File: src/rtl/nvr_pkg.sv
package nvr_pkg;

    typedef enum logic [1:0] {
        ST_PASS     = 2'd0,
        ST_PASS_LO  = 2'd1,
        ST_ARMED    = 2'd2,
        ST_ARMED_LO = 2'd3
    } nvr_state_e;

    function automatic logic is_armed(input nvr_state_e s);
        return (s == ST_ARMED) || (s == ST_ARMED_LO);
    endfunction

endpackage

File: src/rtl/nvr_bus_sampler.sv
module nvr_bus_sampler #(
    parameter int AW = 16,
    parameter int DW = 8
) (
    input  logic          clk,
    input  logic          rst,
    input  logic [AW-1:0] bus_addr,
    input  logic          bus_rw,
    input  logic          bus_m2,
    input  logic [DW-1:0] bus_din,
    output logic [AW-1:0] addr_q,
    output logic          rw_q,
    output logic [DW-1:0] din_q,
    output logic          cyc_end
);

    logic m2_q;

    always_ff @(posedge clk) begin
        if (rst) begin
            addr_q <= '0;
            rw_q   <= 1'b1;
            din_q  <= '0;
            m2_q   <= 1'b0;
        end else begin
            addr_q <= bus_addr;
            rw_q   <= bus_rw;
            din_q  <= bus_din;
            m2_q   <= bus_m2;
        end
    end

    // A bus cycle ends when M2 falls; the registered copies still hold its values.
    assign cyc_end = m2_q & ~bus_m2;

endmodule

File: src/rtl/nvr_seq.sv
module nvr_seq
    import nvr_pkg::*;
#(
    parameter int             AW     = 16,
    parameter logic [AW-1:0]  VEC_LO = 16'hFFFA
) (
    input  logic          clk,
    input  logic          rst,
    input  logic          cyc_end,
    input  logic [AW-1:0] addr_q,
    input  logic          rw_q,
    input  logic          arm_req,
    output nvr_state_e    state,
    output logic          lo_capture,
    output logic          pair_commit,
    output logic          hook_hold,
    output logic          hook_pulse
);

    localparam logic [AW-1:0] VEC_HI = VEC_LO + AW'(1);

    nvr_state_e nxt;
    logic       rd_lo;
    logic       rd_hi;
    logic       hook_fire;

    assign rd_lo = cyc_end && rw_q && (addr_q == VEC_LO);
    assign rd_hi = cyc_end && rw_q && (addr_q == VEC_HI);

    // State register
    always_ff @(posedge clk) begin
        if (rst) state <= ST_PASS;
        else     state <= nxt;
    end

    // Next state
    always_comb begin
        nxt = state;
        unique case (state)
            ST_PASS: begin
                if (rd_lo)        nxt = ST_PASS_LO;
                else if (arm_req) nxt = ST_ARMED;
            end
            ST_PASS_LO: begin
                if (cyc_end) nxt = ST_PASS;
            end
            ST_ARMED: begin
                if (rd_lo)         nxt = ST_ARMED_LO;
                else if (!arm_req) nxt = ST_PASS;
            end
            ST_ARMED_LO: begin
                if (cyc_end) nxt = ST_ARMED;
            end
            default: nxt = ST_PASS;
        endcase
    end

    // Outputs
    always_comb begin
        lo_capture  = 1'b0;
        pair_commit = 1'b0;
        hook_fire   = 1'b0;
        hook_hold   = 1'b0;
        unique case (state)
            ST_PASS:     lo_capture  = rd_lo;
            ST_PASS_LO:  pair_commit = rd_hi;
            ST_ARMED:    ;
            ST_ARMED_LO: begin
                hook_fire = rd_hi;
                hook_hold = 1'b1;
            end
            default: ;
        endcase
    end

    always_ff @(posedge clk) begin
        if (rst) hook_pulse <= 1'b0;
        else     hook_pulse <= hook_fire;
    end

endmodule

File: src/rtl/nvr_vector_store.sv
module nvr_vector_store #(
    parameter int DW = 8,
    localparam int VW = 2 * DW
) (
    input  logic          clk,
    input  logic          rst,
    input  logic [DW-1:0] din_q,
    input  logic          lo_capture,
    input  logic          pair_commit,
    input  logic          cfg_we,
    input  logic          cfg_hi,
    input  logic [DW-1:0] cfg_byte,
    input  logic [VW-1:0] hook_addr,
    input  logic          hook_hold,
    output logic [VW-1:0] orig_vec,
    output logic [VW-1:0] hook_vec
);

    logic [DW-1:0] cap_lo;

    always_ff @(posedge clk) begin
        if (rst) begin
            cap_lo   <= '0;
            orig_vec <= '0;
        end else begin
            if (lo_capture)  cap_lo   <= din_q;
            if (pair_commit) orig_vec <= {din_q, cap_lo};
            if (cfg_we) begin
                if (cfg_hi) orig_vec[VW-1:DW] <= cfg_byte;
                else        orig_vec[DW-1:0]  <= cfg_byte;
            end
        end
    end

    // The hook address follows its input except in the middle of an armed pair.
    always_ff @(posedge clk) begin
        if (rst)             hook_vec <= '0;
        else if (!hook_hold) hook_vec <= hook_addr;
    end

endmodule

File: src/rtl/nvr_drive.sv
module nvr_drive
    import nvr_pkg::*;
#(
    parameter int            AW     = 16,
    parameter int            DW     = 8,
    parameter logic [AW-1:0] VEC_LO = 16'hFFFA,
    parameter logic [AW-1:0] RB_LO  = 16'h5FF8,
    localparam int VW = 2 * DW,
    localparam int NB = VW / DW
) (
    input  logic [AW-1:0] bus_addr,
    input  logic          bus_rw,
    input  logic          bus_m2,
    input  nvr_state_e    state,
    input  logic [VW-1:0] orig_vec,
    input  logic [VW-1:0] hook_vec,
    output logic [DW-1:0] ovr_data,
    output logic          ovr_en
);

    logic [NB-1:0] vec_hit;
    logic [NB-1:0] rb_hit;
    logic [DW-1:0] hook_byte [NB];
    logic [DW-1:0] orig_byte [NB];
    logic          armed;

    assign armed = is_armed(state);

    for (genvar b = 0; b < NB; b++) begin : g_lane
        assign vec_hit[b]   = (bus_addr == VEC_LO + AW'(b));
        assign rb_hit[b]    = (bus_addr == RB_LO + AW'(b));
        assign hook_byte[b] = hook_vec[b*DW +: DW];
        assign orig_byte[b] = orig_vec[b*DW +: DW];
    end

    always_comb begin
        ovr_en   = 1'b0;
        ovr_data = '0;
        if (bus_m2 && bus_rw) begin
            for (int b = 0; b < NB; b++) begin
                if (armed && vec_hit[b]) begin
                    ovr_en   = 1'b1;
                    ovr_data = hook_byte[b];
                end else if (rb_hit[b]) begin
                    ovr_en   = 1'b1;
                    ovr_data = orig_byte[b];
                end
            end
        end
    end

endmodule

File: src/rtl/nmi_redirect.sv
module nmi_redirect
    import nvr_pkg::*;
#(
    parameter int            AW     = 16,
    parameter int            DW     = 8,
    parameter logic [AW-1:0] VEC_LO = 16'hFFFA,
    parameter logic [AW-1:0] RB_LO  = 16'h5FF8
) (
    input  logic            clk,
    input  logic            rst,
    input  logic [AW-1:0]   bus_addr,
    input  logic            bus_rw,
    input  logic            bus_m2,
    input  logic [DW-1:0]   bus_din,
    input  logic            arm_req,
    input  logic [2*DW-1:0] hook_addr,
    input  logic            cfg_we,
    input  logic            cfg_hi,
    input  logic [DW-1:0]   cfg_byte,
    output logic [DW-1:0]   ovr_data,
    output logic            ovr_en,
    output logic            hook_entered
);

    localparam int VW = 2 * DW;

    logic [AW-1:0] addr_q;
    logic          rw_q;
    logic [DW-1:0] din_q;
    logic          cyc_end;
    nvr_state_e    fsm_state;
    logic          lo_capture;
    logic          pair_commit;
    logic          hook_hold;
    logic [VW-1:0] orig_vec;
    logic [VW-1:0] hook_vec;

    nvr_bus_sampler #(.AW(AW), .DW(DW)) u_smp (
        .clk(clk), .rst(rst),
        .bus_addr(bus_addr), .bus_rw(bus_rw), .bus_m2(bus_m2), .bus_din(bus_din),
        .addr_q(addr_q), .rw_q(rw_q), .din_q(din_q), .cyc_end(cyc_end)
    );

    nvr_seq #(.AW(AW), .VEC_LO(VEC_LO)) u_seq (
        .clk(clk), .rst(rst),
        .cyc_end(cyc_end), .addr_q(addr_q), .rw_q(rw_q), .arm_req(arm_req),
        .state(fsm_state), .lo_capture(lo_capture), .pair_commit(pair_commit),
        .hook_hold(hook_hold), .hook_pulse(hook_entered)
    );

    nvr_vector_store #(.DW(DW)) u_store (
        .clk(clk), .rst(rst),
        .din_q(din_q), .lo_capture(lo_capture), .pair_commit(pair_commit),
        .cfg_we(cfg_we), .cfg_hi(cfg_hi), .cfg_byte(cfg_byte),
        .hook_addr(hook_addr), .hook_hold(hook_hold),
        .orig_vec(orig_vec), .hook_vec(hook_vec)
    );

    nvr_drive #(.AW(AW), .DW(DW), .VEC_LO(VEC_LO), .RB_LO(RB_LO)) u_drv (
        .bus_addr(bus_addr), .bus_rw(bus_rw), .bus_m2(bus_m2),
        .state(fsm_state), .orig_vec(orig_vec), .hook_vec(hook_vec),
        .ovr_data(ovr_data), .ovr_en(ovr_en)
    );

endmodule

File: config.mk
export PLATFORM = sky130hd
export DESIGN_NAME = nmi_redirect
export DESIGN_NICKNAME = d
export VERILOG_FILES = /design/src/rtl/nvr_pkg.sv /design/src/rtl/nvr_bus_sampler.sv /design/src/rtl/nvr_seq.sv /design/src/rtl/nvr_vector_store.sv /design/src/rtl/nvr_drive.sv /design/src/rtl/nmi_redirect.sv
export SDC_FILE = /design/constraint.sdc
export NUM_CORES = 1
export LEC_CHECK = 0
export BUFFER_PORTS_ARGS = -buffer_cell sky130_fd_sc_hd__buf_4
export CAP_MARGIN = 20
export CORE_MARGIN = 3
export CORE_UTILIZATION = 48
export DETAILED_ROUTE_END_ITERATION = 16
export PLACE_DENSITY = 0.75
export SLEW_MARGIN = 20
export SYNTH_ARGS = -nofsm -noshare
export SYNTH_HDL_FRONTEND = slang
export SYNTH_HIERARCHICAL = 1
export SYNTH_SLANG_ARGS = --single-unit
File: constraint.sdc
create_clock -name clk -period 2.15 [get_ports clk]
set_clock_uncertainty 0.2 [all_clocks]
set_input_delay 0.43 -clock clk [delete_from_list [all_inputs] [get_ports clk]]
set_output_delay 0.43 -clock clk [all_outputs]
set_load 0.005 [all_outputs]
* Yosys cells after proc, flatten, opt, wreduce, memory -nomap -nowiden
Cells that the tools add are included.
** Operators by class
- Equality and inequality tests :: 13
- Mux-type cells :: 24
- Bitwise logic cells :: 3
- Reductions and logical operators :: 10
** Operator list (number)
- $eq 16x16->1 const B :: 4
- $mux 8 :: 7
- $eq 16x15->1 const B :: 2
- $mux 16 :: 2
- $mux 2 :: 6
- $mux 1 :: 8
- $pmux 2 s4 :: 1
- $logic_and 1x1->1 :: 6
- $eq 2x2->1 const B :: 2
- $reduce_and 4->1 :: 1
- $ne 3x2->1 const B :: 1
- $ne 3x3->1 const B :: 1
- $eq 2x1->1 const B :: 1
- $logic_not 2->1 :: 1
- $ne 2x1->1 const B :: 1
- $ne 2x2->1 const B :: 1
- $not 1->1 :: 2
- $reduce_or 2->1 :: 1
- $and 1x1->1 :: 1
- $logic_or 1x1->1 :: 1
** Storage, ports and cells
- Output and inout port bits :: 10
- Word-level logic and storage cells :: 59
- Input bits :: 55
- Bits in registers :: 69

* Depth between registers and ports, before layout
Gate-level depths: netlist of the first run.
- Depth in word-level cells :: 8
- Mapped depth :: 9
- Gate-level depth less buffers :: 7

* Cells and area by module
The synthesis of the first run kept the hierarchy.
** By module, submodules not included
- nvr_vector_store :: area each 1641.6 µm², cells each 150, seq. area each 800.8 µm², times used 1
- nvr_bus_sampler :: area each 708.2 µm², cells each 55, seq. area each 520.5 µm², times used 1
- nvr_drive :: area each 402.9 µm², cells each 54, seq. area each 0.0 µm², times used 1
- nvr_seq :: area each 249.0 µm², cells each 25, seq. area each 60.1 µm², times used 1

* Worst setup path after synthesis of the first run
Ideal clock, no wire load.
- Kind :: input -> output
- From :: input port bus_addr[2]
- To :: output port ovr_data[0]
- Path slack :: 1 ps
- Required time :: 1520 ps
- Arrival :: 1519 ps
- Cell stages on the path :: 5
- Cell sequence :: nand2b_4 or4_4 buf_6 a221oi_2 a32o_2
** Between the ends
- Longest elaborated chain between the ends :: 6
- Elaborated cells on any way between the ends :: 11
** RTL lines
- start: declaration :: RTL line nmi_redirect.sv:11 : input logic [AW-1:0] bus_addr,
- $eq 16x15->1 / $eq 16x16->1 (equally long branches) :: RTL line nvr_drive.sv:31, nvr_drive.sv:30
- $mux 8 / $logic_and 1x1->1 (equally long branches) :: RTL line nvr_drive.sv:44, nvr_drive.sv:41
- $mux 8 :: RTL line nvr_drive.sv:41 : if (armed && vec_hit[b]) begin
- $mux 8 :: RTL line nvr_drive.sv:44 : end else if (rb_hit[b]) begin
- $mux 8 (*) :: RTL line nvr_drive.sv:41
- $mux 8 (*) :: RTL line nvr_drive.sv:39 : if (bus_m2 && bus_rw) begin
- end: declaration :: RTL line nmi_redirect.sv:20 : output logic [DW-1:0] ovr_data,
Every way passes the cells marked *; elsewhere a longest branch is shown, timed or not.

* Worst setup path in the final report of the first run
- From :: input port bus_addr[14]
- To :: output port ovr_data[6]
Same word-level chain as after synthesis.

==> results of run 1 <==
[power by group]
group          switching (W)  internal [W]
clock network       0.000480      0.000682
registers          0.0000362       0.00134
logic               0.000110      0.000145
total               0.000626       0.00217
[per-stage QoR]
step,hold WS (ps),setup TNS [ps]
finish,65.5,-1940
global route,65.5,-2400
CTS,72.3,-1620
detailed placement,281,-3640
global placement,274,-2550
floorplan,260,0
[kinds of logic after synthesis]
group | Yosys count | synth area share
multiplexers | 41 | 0.137
AND/OR/NAND/NOR | 106 | 0.236
AO/OA/AOI/OAI | 42 | 0.115
flip-flops | 69 | 0.460
buffers and inverters | 26 | 0.0521
[worst max-delay path: cells and delay by family]
kind	cells	cell delay [ps]
AO/OA/AOI/OAI	1	300
buffers and inverters	2	260
AND/OR/NAND/NOR	2	800
[cell type report]
cell class | count | area, µm² | area share
Clock buffer | 10 | 138 | 0.0343
Clock inverter | 6 | 86.3 | 0.0215
Inverter | 6 | 22.5 | 0.00562
Multi-Input combinational cell | 190 | 1540 | 0.383
Sequential cell | 69 | 1380 | 0.345
Tap cell | 75 | 93.8 | 0.0234
Timing Repair Buffer | 92 | 751 | 0.187
[registers in the layout, summed over array words and instances, names as in the netlist]
name	flops
u_smp/addr_q	16
u_smp/din_q	8
u_smp/m2_q	1
u_store/orig_vec	16
u_seq/state	2
u_store/cap_lo	8
u_store/hook_vec	16
u_seq/hook_pulse	1
u_smp/rw_q	1
[placed cells by master (no fill, tap or decap), drive strengths merged]
master	synthesis	final
buf	15	92
dfxtp	69	69
mux2i	41	41
nor2	28	28
nor2b	24	24
a211oi	22	22
clkbuf	5	10
nor3b	10	10
and3b	8	8
inv	6	6
a21o	6	6
a222oi	6	6
nand4	6	6
nand2b	5	5
nand2	5	5
nand4b	4	4
nand3b	3	3
clkinv	0	3
nor3	3	3
bufinv	0	2
or4	1	2
and2	2	2
o21ai	2	2
a221oi	2	2
a32o	2	2
and2b	2	2
nor4	2	2
a21oi	2	2
clkinvlp	0	1
and4	1	1
and3	1	1
or2	1	1
[per-layer routing]
metal,GRT usage,share of wire
met5,0,0
met4,0.0849,0.014
met3,0.0553,0.049
met2,0.341,0.50
met1,0.236,0.44
[how the worst max path moves through the flow]
stage | endpoint | from | cells past startpoint
6_report | ovr_data[6] | bus_addr[14] | 5
5_1_grt | ovr_data[3] | bus_addr[11] | 6
4_1_cts | ovr_data[6] | bus_addr[2] | 8
3_5_place_dp | ovr_data[1] | bus_addr[2] | 8
3_3_place_gp | ovr_data[1] | bus_addr[2] | 8
2_1_floorplan | ovr_data[0] | bus_addr[2] | 5
[repair_timing]
item	4_1_cts	5_1_grt
resized for setup	11	19
pin swaps	6	16
cloned	0	1
setup endpoints to repair	9	27
setup buffers	1	6
hold buffers	0	0
==> run metrics, run 1 <==
status finished, violations left; violated checks setup timing; DRT iter0 DRCs 136; post-synth top area share 0.460; Avg Cell Area, Syn 10.6 µm²; Crit-path slowest cell or4_4; crit path max fanout 5; Synth area leader dfxtp_1; Async S/R FF share, synth 0; drt pass-1 iters 4; Top Ports 65; VDD IR-drop max 0.448 mV; Hold Path Class in -> reg; depth of the worst hold-timing path 2; Die X 85.1 µm; reg2reg path depth 9; synthesized netlist cell count 284; Initial Utilization 0.501; sequential fraction of the synthesis area 0.460; worst setup path class in -> out; worst skew pair latency 340 ps; non-filler instance count after layout 448; diodes inserted 0; Fmax 0.414 GHz; Max transition margin 0.579; Row Count 28; Netlist cell types 42; static leakage 1.66 nW; number of synthesized flops with an enable pin 0; Setup WS pre-CTS -233 ps; Area after DPL 0.00360 mm²; Ys Warns 6; worst-margin pin slew 631 ps; fillers 495; slack of the worst reg-to-reg path 130 ps; GRT Util Overall 0.200; hold endpoint u_smp/rw_q; first-pass GRT wire length 11,300 µm; nets@finish 423; share of post-route cells with drive strength above 1 0.362; final wirelength 7230 µm; Commonest cells post-synth 69 x dfxtp_1, 41 x mux2i_1, 28 x nor2_1, 24 x nor2b_1, 22 x a211oi_1; Synth Cell Area 0.00300 mm²; CP Launch Type input pin; largest net degree at the start of global routing 62; die area 0.00724 mm²; port bufs 64; # DRC 0; main flop type after synthesis dfxtp_1; Root Buffer clkbuf_8; CTS tree done; CP endpoint kind output pin; H-tree depth 3; Die Height 85.1 µm; Slew Viols, Final 0; remaining antenna violation count 0; vias per cell 5.33; cell breakdown of the critical path buf_4 > nand4_1 > or4_4 > a211oi_1 > buf_4; RSZ-0062 raised after global routing true; Post-DP HPWL 4840 µm; clk slew on worst S/H paths 70 ps; Syn-to-layout area delta 33.5%; initial antenna violation count 0; critical path required time 1520 ps; HP Start bus_rw; WL/cell 16.1 µm; Vias 2,387; syn nets 339; Final Hold Vio Count 0; total grt overflow 0; Critical Path AT 1780 ps; slowest cell delay on critical path 610 ps; most used cell, CP buf_4; Max clock buf depth 2; total power per unit cell area 697 mW/mm²; fin crit period 2410 ps; max-cap viol count 0; overall power 0.00279 W; Setup violations, final 9; Clock Sinks 69; r2r endpoint u_store/orig_vec[9]; flops & latches, synth 69; fin crit share 1.12; CTS Buf Count 9; final instance area 0.00401 mm²; cell count after placement 424; final worst slack -265 ps; top post-synthesis cells by area dfxtp_1 46%, mux2i_1 14%, a211oi_1 5.5%, nor2b_1 5.0%, nor2_1 3.5%; Finished Core Util 0.669; most numerous cell in the Yosys netlist dfxtp_1; worst reg2reg path startpoint u_smp/m2_q; gpl congestion 0.826; via count of the first global-routing pass 2,411; Core Box Area 0.00599 mm²
No activity file was read; power rests on OpenSTA's default activity.
==> run 2, diff against run 1 <==
--- a/config.mk
+++ b/config.mk
@@ -5,12 +5,13 @@
 export SDC_FILE = /design/constraint.sdc
 export NUM_CORES = 1
 export LEC_CHECK = 0
+export ABC_CLOCK_PERIOD_IN_PS = 2100
 export BUFFER_PORTS_ARGS = -buffer_cell sky130_fd_sc_hd__buf_4
 export CAP_MARGIN = 20
 export CORE_MARGIN = 3
 export CORE_UTILIZATION = 48
 export DETAILED_ROUTE_END_ITERATION = 16
-export PLACE_DENSITY = 0.75
+export PLACE_DENSITY = 0.76
 export SLEW_MARGIN = 20
 export SYNTH_ARGS = -nofsm -noshare
 export SYNTH_HDL_FRONTEND = slang
==> constraint.sdc (replaced) <==
create_clock -name clk -period 2.1 [get_ports clk]
set_clock_uncertainty 0.2 [all_clocks]
set_input_delay 0.42 -clock clk [delete_from_list [all_inputs] [get_ports clk]]
set_output_delay 0.42 -clock clk [all_outputs]
set_load 0.005 [all_outputs]
==> run 2 against run 1 <==
  * The flow still finishes with violations (setup timing)
  * Setup slack worse by 14 ps
  * Routed wire length down 1.1%
  * Combinational power hardly changed
  * Cell count fell by 0.67%
  * Register-to-register slack lost 50 ps
  * Sequential share of layout area increased by 0.49 points
  * Utilization down 0.88 points
  * Critical path depth rose by 1
  * Clock-buffer cell count down 1
  * Sequential power hardly changed
  * Clock power is 7% lower
  * Largest cell class unchanged
==> run metrics, run 2 (synthesized netlist as in run 1, its figures left out) <==
violated checks setup timing; CP endpoint kind output pin; most common cell after layout, fill and taps aside buf_4; VDD IR-drop max 0.631 mV (+41%); Die X 85.1 µm (unchanged); remaining antenna violation count 0 (unchanged); # DRC 0 (unchanged); first-pass GRT wire length 11,500 µm (+1.7%); Critical Path AT 1760 ps (-20 ps); static leakage 1.63 nW (-1.9%); cell breakdown of the critical path buf_6 > nand4_1 > or4_4 > a221oi_2 > a32o_2 > buf_6; port bufs 64 (unchanged); Hold Path Class in -> reg; gpl congestion 0.745 (-9.9%); final worst slack -278 ps (-13.7 ps); Setup violations, final 9 (unchanged); Post-DP HPWL 4830 µm (-0.31%); vias per cell 5.33 (about the same); largest net degree at the start of global routing 45 (-27%); status finished, violations left; CTS hold repair buffers 0 (unchanged); worst-margin pin slew 476 ps (-154 ps); most used cell, CP buf_6; total grt overflow 0 (unchanged); fin crit share 1.13; die area 0.00724 mm² (unchanged); area occupied by multi-input gates 0.00153 mm² (-0.33%); max-cap viol count 0 (unchanged); Crit-path slowest cell or4_4; Top Ports 65 (unchanged); Top delay family on crit path simple AND/OR/NAND/NOR gates; GRT Util Overall 0.203 (+0.00284); Syn-to-layout area delta 31.8%; cell count after placement 423 (-0.24%); CTS tree done; worst setup path class in -> out; commonest non-fill, non-tap cells in the layout 76 x buf_4, 68 x dfxtp_1, 39 x mux2i_1; final wirelength 7160 µm (-1.1%); Row Count 28 (unchanged); crit path max fanout 5 (unchanged); Die Height 85.1 µm (unchanged); Max clock buf depth 2 (unchanged); worst reg2reg path startpoint u_smp/m2_q; fillers 481 (-2.8%); Slew Viols, Final 0 (unchanged); WL/cell 16.1 µm (-0.41%); CP Launch Type input pin; RSZ-0062 raised after global routing true; H-tree depth 3 (unchanged); Core Box Area 0.00599 mm² (unchanged); Final Hold Vio Count 0 (unchanged); Max transition margin 0.682 (+0.103); setup tns final -1880 ps (+53.2 ps); DRT iter0 DRCs 173 (+27%); Fmax 0.420 GHz; critical path required time 1480 ps (-40 ps); Hold Slack 75.7 ps (+10.2 ps); Initial Utilization 0.501 (unchanged); worst skew pair latency 350 ps (about the same); Root Buffer clkbuf_8; fin crit period 2380 ps; Vias 2,372 (-0.63%); Regs by FF count u_smp/addr_q x16, u_store/hook_vec x16, u_store/orig_vec x16; via count of the first global-routing pass 2,414 (+0.12%); overall power 0.00275 W (-1.7%); Critical path origin bus_addr[8]; Crit path buffers/inverters 2 (unchanged); initial antenna violation count 0 (unchanged); diodes inserted 0 (unchanged); total power per unit cell area 694 mW/mm² (-0.43%); clk slew on worst S/H paths 70 ps (about the same); slowest cell delay on critical path 580 ps (-30 ps); HP Start bus_rw; non-filler instance count after layout 445 (-0.67%); share of post-route cells with drive strength above 1 0.362 (about the same); nets@finish 420 (-0.71%); drt pass-1 iters 5 (+1); CTS Buf Count 9 (unchanged); Clock Sinks 69 (unchanged); sequential cell area 0.00138 mm² (about the same)
## run 2: area by class of cell
| class | instances | area share |
|---|---|---|
| Sequential cell | 69 | 0.350 |
| Tap cell | 75 | 0.0237 |
| Inverter | 6 | 0.00569 |
| Clock buffer | 9 | 0.0313 |
| Clock inverter | 7 | 0.0187 |
| Multi-Input combinational cell | 190 | 0.387 |
| Timing Repair Buffer | 89 | 0.184 |
## run 2: metal layers
layer | wire, µm | global-route usage
met1 | 3180 | 0.252
met2 | 3430 | 0.334
met3 | 385 | 0.0583
met4 | 157 | 0.0777
met5 | 0 | 0
## run 2: final timing paths
path | depth (start not counted) | slack [ps] | endpoint
setup / recovery | 6 | -280 | ovr_data[0]
hold / removal | 2 | 80 | u_smp/rw_q
setup reg to reg | 9 | 80 | u_store/orig_vec[4]
hold reg to reg | 2 | 300 | u_store/hook_vec[8]
## run 2: stage by stage
step	area (µm²)	utilization	setup slack [ps]
5_1_grt	3960	0.660	-299
3_5_place_dp	3620	0.604	-274
4_1_cts	3890	0.650	-236
6_report	3960	0.660	-278
3_3_place_gp	3620	0.604	-226
2_1_floorplan	3000	-	-5.13
## run 2: timing repair
| item | 4_1_cts | 5_1_grt |
|---|---|---|
| endpoints found under the hold margin | 0 | 0 |
| gates cloned | 1 | 1 |
| resized for setup | 14 | 12 |
| pin swaps | 12 | 5 |
| setup endpoints to repair | 9 | 26 |
| setup buffers | 3 | 1 |
## run 2: power breakdown
group,switching [W],internal (W),total (W)
sequential,0.0000373,0.00137,0.00141
combinational,0.000112,0.000145,0.000257
clock,0.000525,0.000554,0.00108
total,0.000674,0.00207,0.00275
==> run 3, diff against run 2 <==
--- a/config.mk
+++ b/config.mk
@@ -15,5 +15,4 @@
 export SLEW_MARGIN = 20
 export SYNTH_ARGS = -nofsm -noshare
 export SYNTH_HDL_FRONTEND = slang
-export SYNTH_HIERARCHICAL = 1
 export SYNTH_SLANG_ARGS = --single-unit
==> run 3 against run 2 <==
  * The flow still finishes with violations (setup timing)
  * Utilization is 1.4 points higher
  * Synthesized cell count is 17% higher
  * Area after synthesis is 2.5% lower
  * Final area is 2.6% lower
  * Worst hold slack better by 0.97 ps
  * Non-clock buffer count is 5 lower
  * Die area is 2.3% lower
  * Sequential share of layout area is 0.94 points higher
  * Critical endpoint is now ovr_data[2]
==> run metrics, run 3 <==
largest net degree at the start of global routing 26 (-42%); violated checks setup timing; Finished Core Util 0.675 (+0.0144); synthesized netlist cell count 331 (+17%); die area 0.00707 mm² (-2.3%); syn nets 386 (+14%); Regs by FF count u_smp.addr_q x16, u_store.hook_vec x16, u_store.orig_vec x16; DRT iter0 DRCs 221 (+28%); cell count after placement 456 (+7.8%); CTS tree done; status finished, violations left; final wirelength 7810 µm (+9.1%); Async S/R FF share, synth 0 (unchanged); most numerous cell in the Yosys netlist dfxtp_1; CTS Buf Count 9 (unchanged); Commonest cells post-synth 69 x dfxtp_1, 36 x nand2_1, 34 x a21oi_1, 24 x nor2b_1, 21 x nor2_1; Max transition margin 0.596 (-0.0861); most common cell after layout, fill and taps aside buf_4; Critical Path AT 1600 ps (-160 ps); critical path endpoint ovr_data[2]; Synth area leader dfxtp_1; Ys Warns 0 (-6); # DRC 0 (unchanged); total grt overflow 0 (unchanged); Post-DP HPWL 5490 µm (+14%); Critical path origin bus_addr[1]; critical path required time 1480 ps (about the same); fin crit share 1.06 (-0.0757); most used cell, CP buf_4; first-pass GRT wire length 12,800 µm (+12%); Crit-path slowest cell a221o_1; slowest cell delay on critical path 310 ps (-270 ps); port bufs 64 (unchanged); Die X 84.1 µm (-1.2%); cell breakdown of the critical path buf_4 > buf_4 > and4_4 > buf_6 > a221o_1 > o2111a_1 > buf_4; H-tree depth 3 (unchanged); Slew Viols, Final 0 (unchanged); via count of the first global-routing pass 2,668 (+11%); Top Ports 65 (unchanged); CP endpoint kind output pin; Netlist cell types 40 (-4.8%); Top delay family on crit path buffers and inverters; flops & latches, synth 69 (unchanged); commonest non-fill, non-tap cells in the layout 72 x buf_4, 68 x dfxtp_1, 36 x nand2_1; Fmax 0.451 GHz (+7.2%); drt pass-1 iters 5 (unchanged); Core Box Area 0.00571 mm² (-4.7%); crit path max fanout 5 (unchanged); Root Buffer clkbuf_8; remaining antenna violation count 0 (unchanged); gpl congestion 0.835 (+12%); Clock Sinks 69 (unchanged); max-cap viol count 0 (unchanged); worst setup path class in -> out; number of cells on the critical path 7 (+1); RSZ-0062 raised after global routing true; Vias 2,756 (+16%); Avg Cell Area, Syn 8.84 µm² (-16%); worst reg2reg path startpoint u_smp.addr_q[12]; Synth Cell Area 0.00293 mm² (-2.5%); share of post-route cells with drive strength above 1 0.295 (-0.0669); diodes inserted 0 (unchanged); worst skew pair latency 350 ps (about the same); Setup WS pre-CTS -214 ps (+60.1 ps); Final Hold Vio Count 0 (unchanged); WL/cell 16.4 µm (+2.2%); non-filler instance count after layout 475 (+6.7%); Syn-to-layout area delta 31.6%; slack of the worst reg-to-reg path 210 ps (+130 ps); Row Count 27 (-3.6%); total power per unit cell area 747 mW/mm² (+7.6%); initial antenna violation count 0 (unchanged); nets@finish 453 (+7.9%); clk slew on worst S/H paths 70 ps (about the same); overall power 0.00288 W (+4.8%); static leakage 1.49 nW (-8.3%); top post-synthesis cells by area dfxtp_1 47%, a21oi_1 5.8%, nor2b_1 5.1%, a311oi_1 4.8%, nand2_1 4.6%; sequential fraction of the synthesis area 0.472 (+0.0118); Initial Utilization 0.513 (+0.0116); CP Launch Type input pin; post-synth top area share 0.472 (+0.0118); Die Height 84.1 µm (-1.2%); GRT Util Overall 0.229 (+0.0258); vias per cell 5.80 (+8.9%); Crit path buffers/inverters 4 (+2); worst-margin pin slew 606 ps (+129 ps); VDD IR-drop max 0.579 mV (-8.3%); r2r endpoint u_seq.state[0]; Hold Path Class in -> reg; Setup violations, final 9 (unchanged); Max clock buf depth 2 (unchanged); reg2reg path depth 5 (-4); number of synthesized flops with an enable pin 0 (unchanged); final worst slack -119 ps (+159 ps); fin crit period 2220 ps (-159 ps); main flop type after synthesis dfxtp_1
run 3: worst reg2reg max path, cell delays in order (launching register included):
cell,delay [ps]
dfxtp_1,330
nand4_2,140
buf_4,180
or3_1,480
or3_1,360
a21oi_1,140
run 3: routing by layer:
metal,global-route usage,share of wire,vias up
met5,0,0,-
met4,0.0702,0.013,0
met3,0.0691,0.068,12
met2,0.362,0.48,97
met1,0.300,0.44,1295
li1,-,-,1352
run 3: how the worst min path moves through the flow:
stage,cells after the start,slack [ps],to,from
after floorplan,2,230,u_store.hook_vec[5],u_store.hook_vec[5]
after global placement,2,240,u_store.hook_vec[0],u_store.hook_vec[0]
after detailed placement,2,250,u_store.hook_vec[11],u_store.hook_vec[11]
after CTS,2,60,u_smp.din_q[2],bus_din[2]
after global routing,2,70,u_smp.din_q[3],bus_din[3]
final,2,80,u_smp.din_q[0],bus_din[0]
run 3: area by class of cell:
class                      instances  area (µm²)
fill                             472        1860
multi-input combinational        233        1460
sequential                        69        1380
timing repair buffer              84         693
clock buffer                      13         159
tap                               72        90.1
clock inverter                     3        67.6
inverter                           1        3.75
run 3: stage by stage:
| stage | setup TNS (ps) | hold slack, ps | cell area [µm²] |
|---|---|---|---|
| 6_report | -732 | 76.6 | 3850 |
| 5_1_grt | -1280 | 74.6 | 3850 |
| 4_1_cts | -658 | 63.1 | 3840 |
| 3_5_place_dp | -1760 | 251 | 3520 |
| 3_3_place_gp | -1740 | 243 | 3520 |
| 2_1_floorplan | 0 | 232 | 2930 |
run 3: cells by family (layout without fill, tap and decap cells):
kind of cell / Yosys count / count (layout) / synth area share
simple gates: 135 / 135 / 0.253
compound gates: 97 / 97 / 0.227
flops: 69 / 69 / 0.472
buf+inv: 29 / 101 / 0.0453
mux: 1 / 1 / 0.00342
run 3: what timing repair did:
item	in CTS	in global routing
gates resized for setup	22	1
endpoints found under the setup margin	9	9
hold buffers	0	0
setup buffers	1	1
pin swaps	9	3
cloned	1	0
run 3: power by group:
group          leakage [nW]  switching [W]  internal (W)
combinational         0.810       0.000108      0.000131
clock                 0.110       0.000488      0.000735
sequential            0.571      0.0000425       0.00137
total                  1.49       0.000638       0.00224
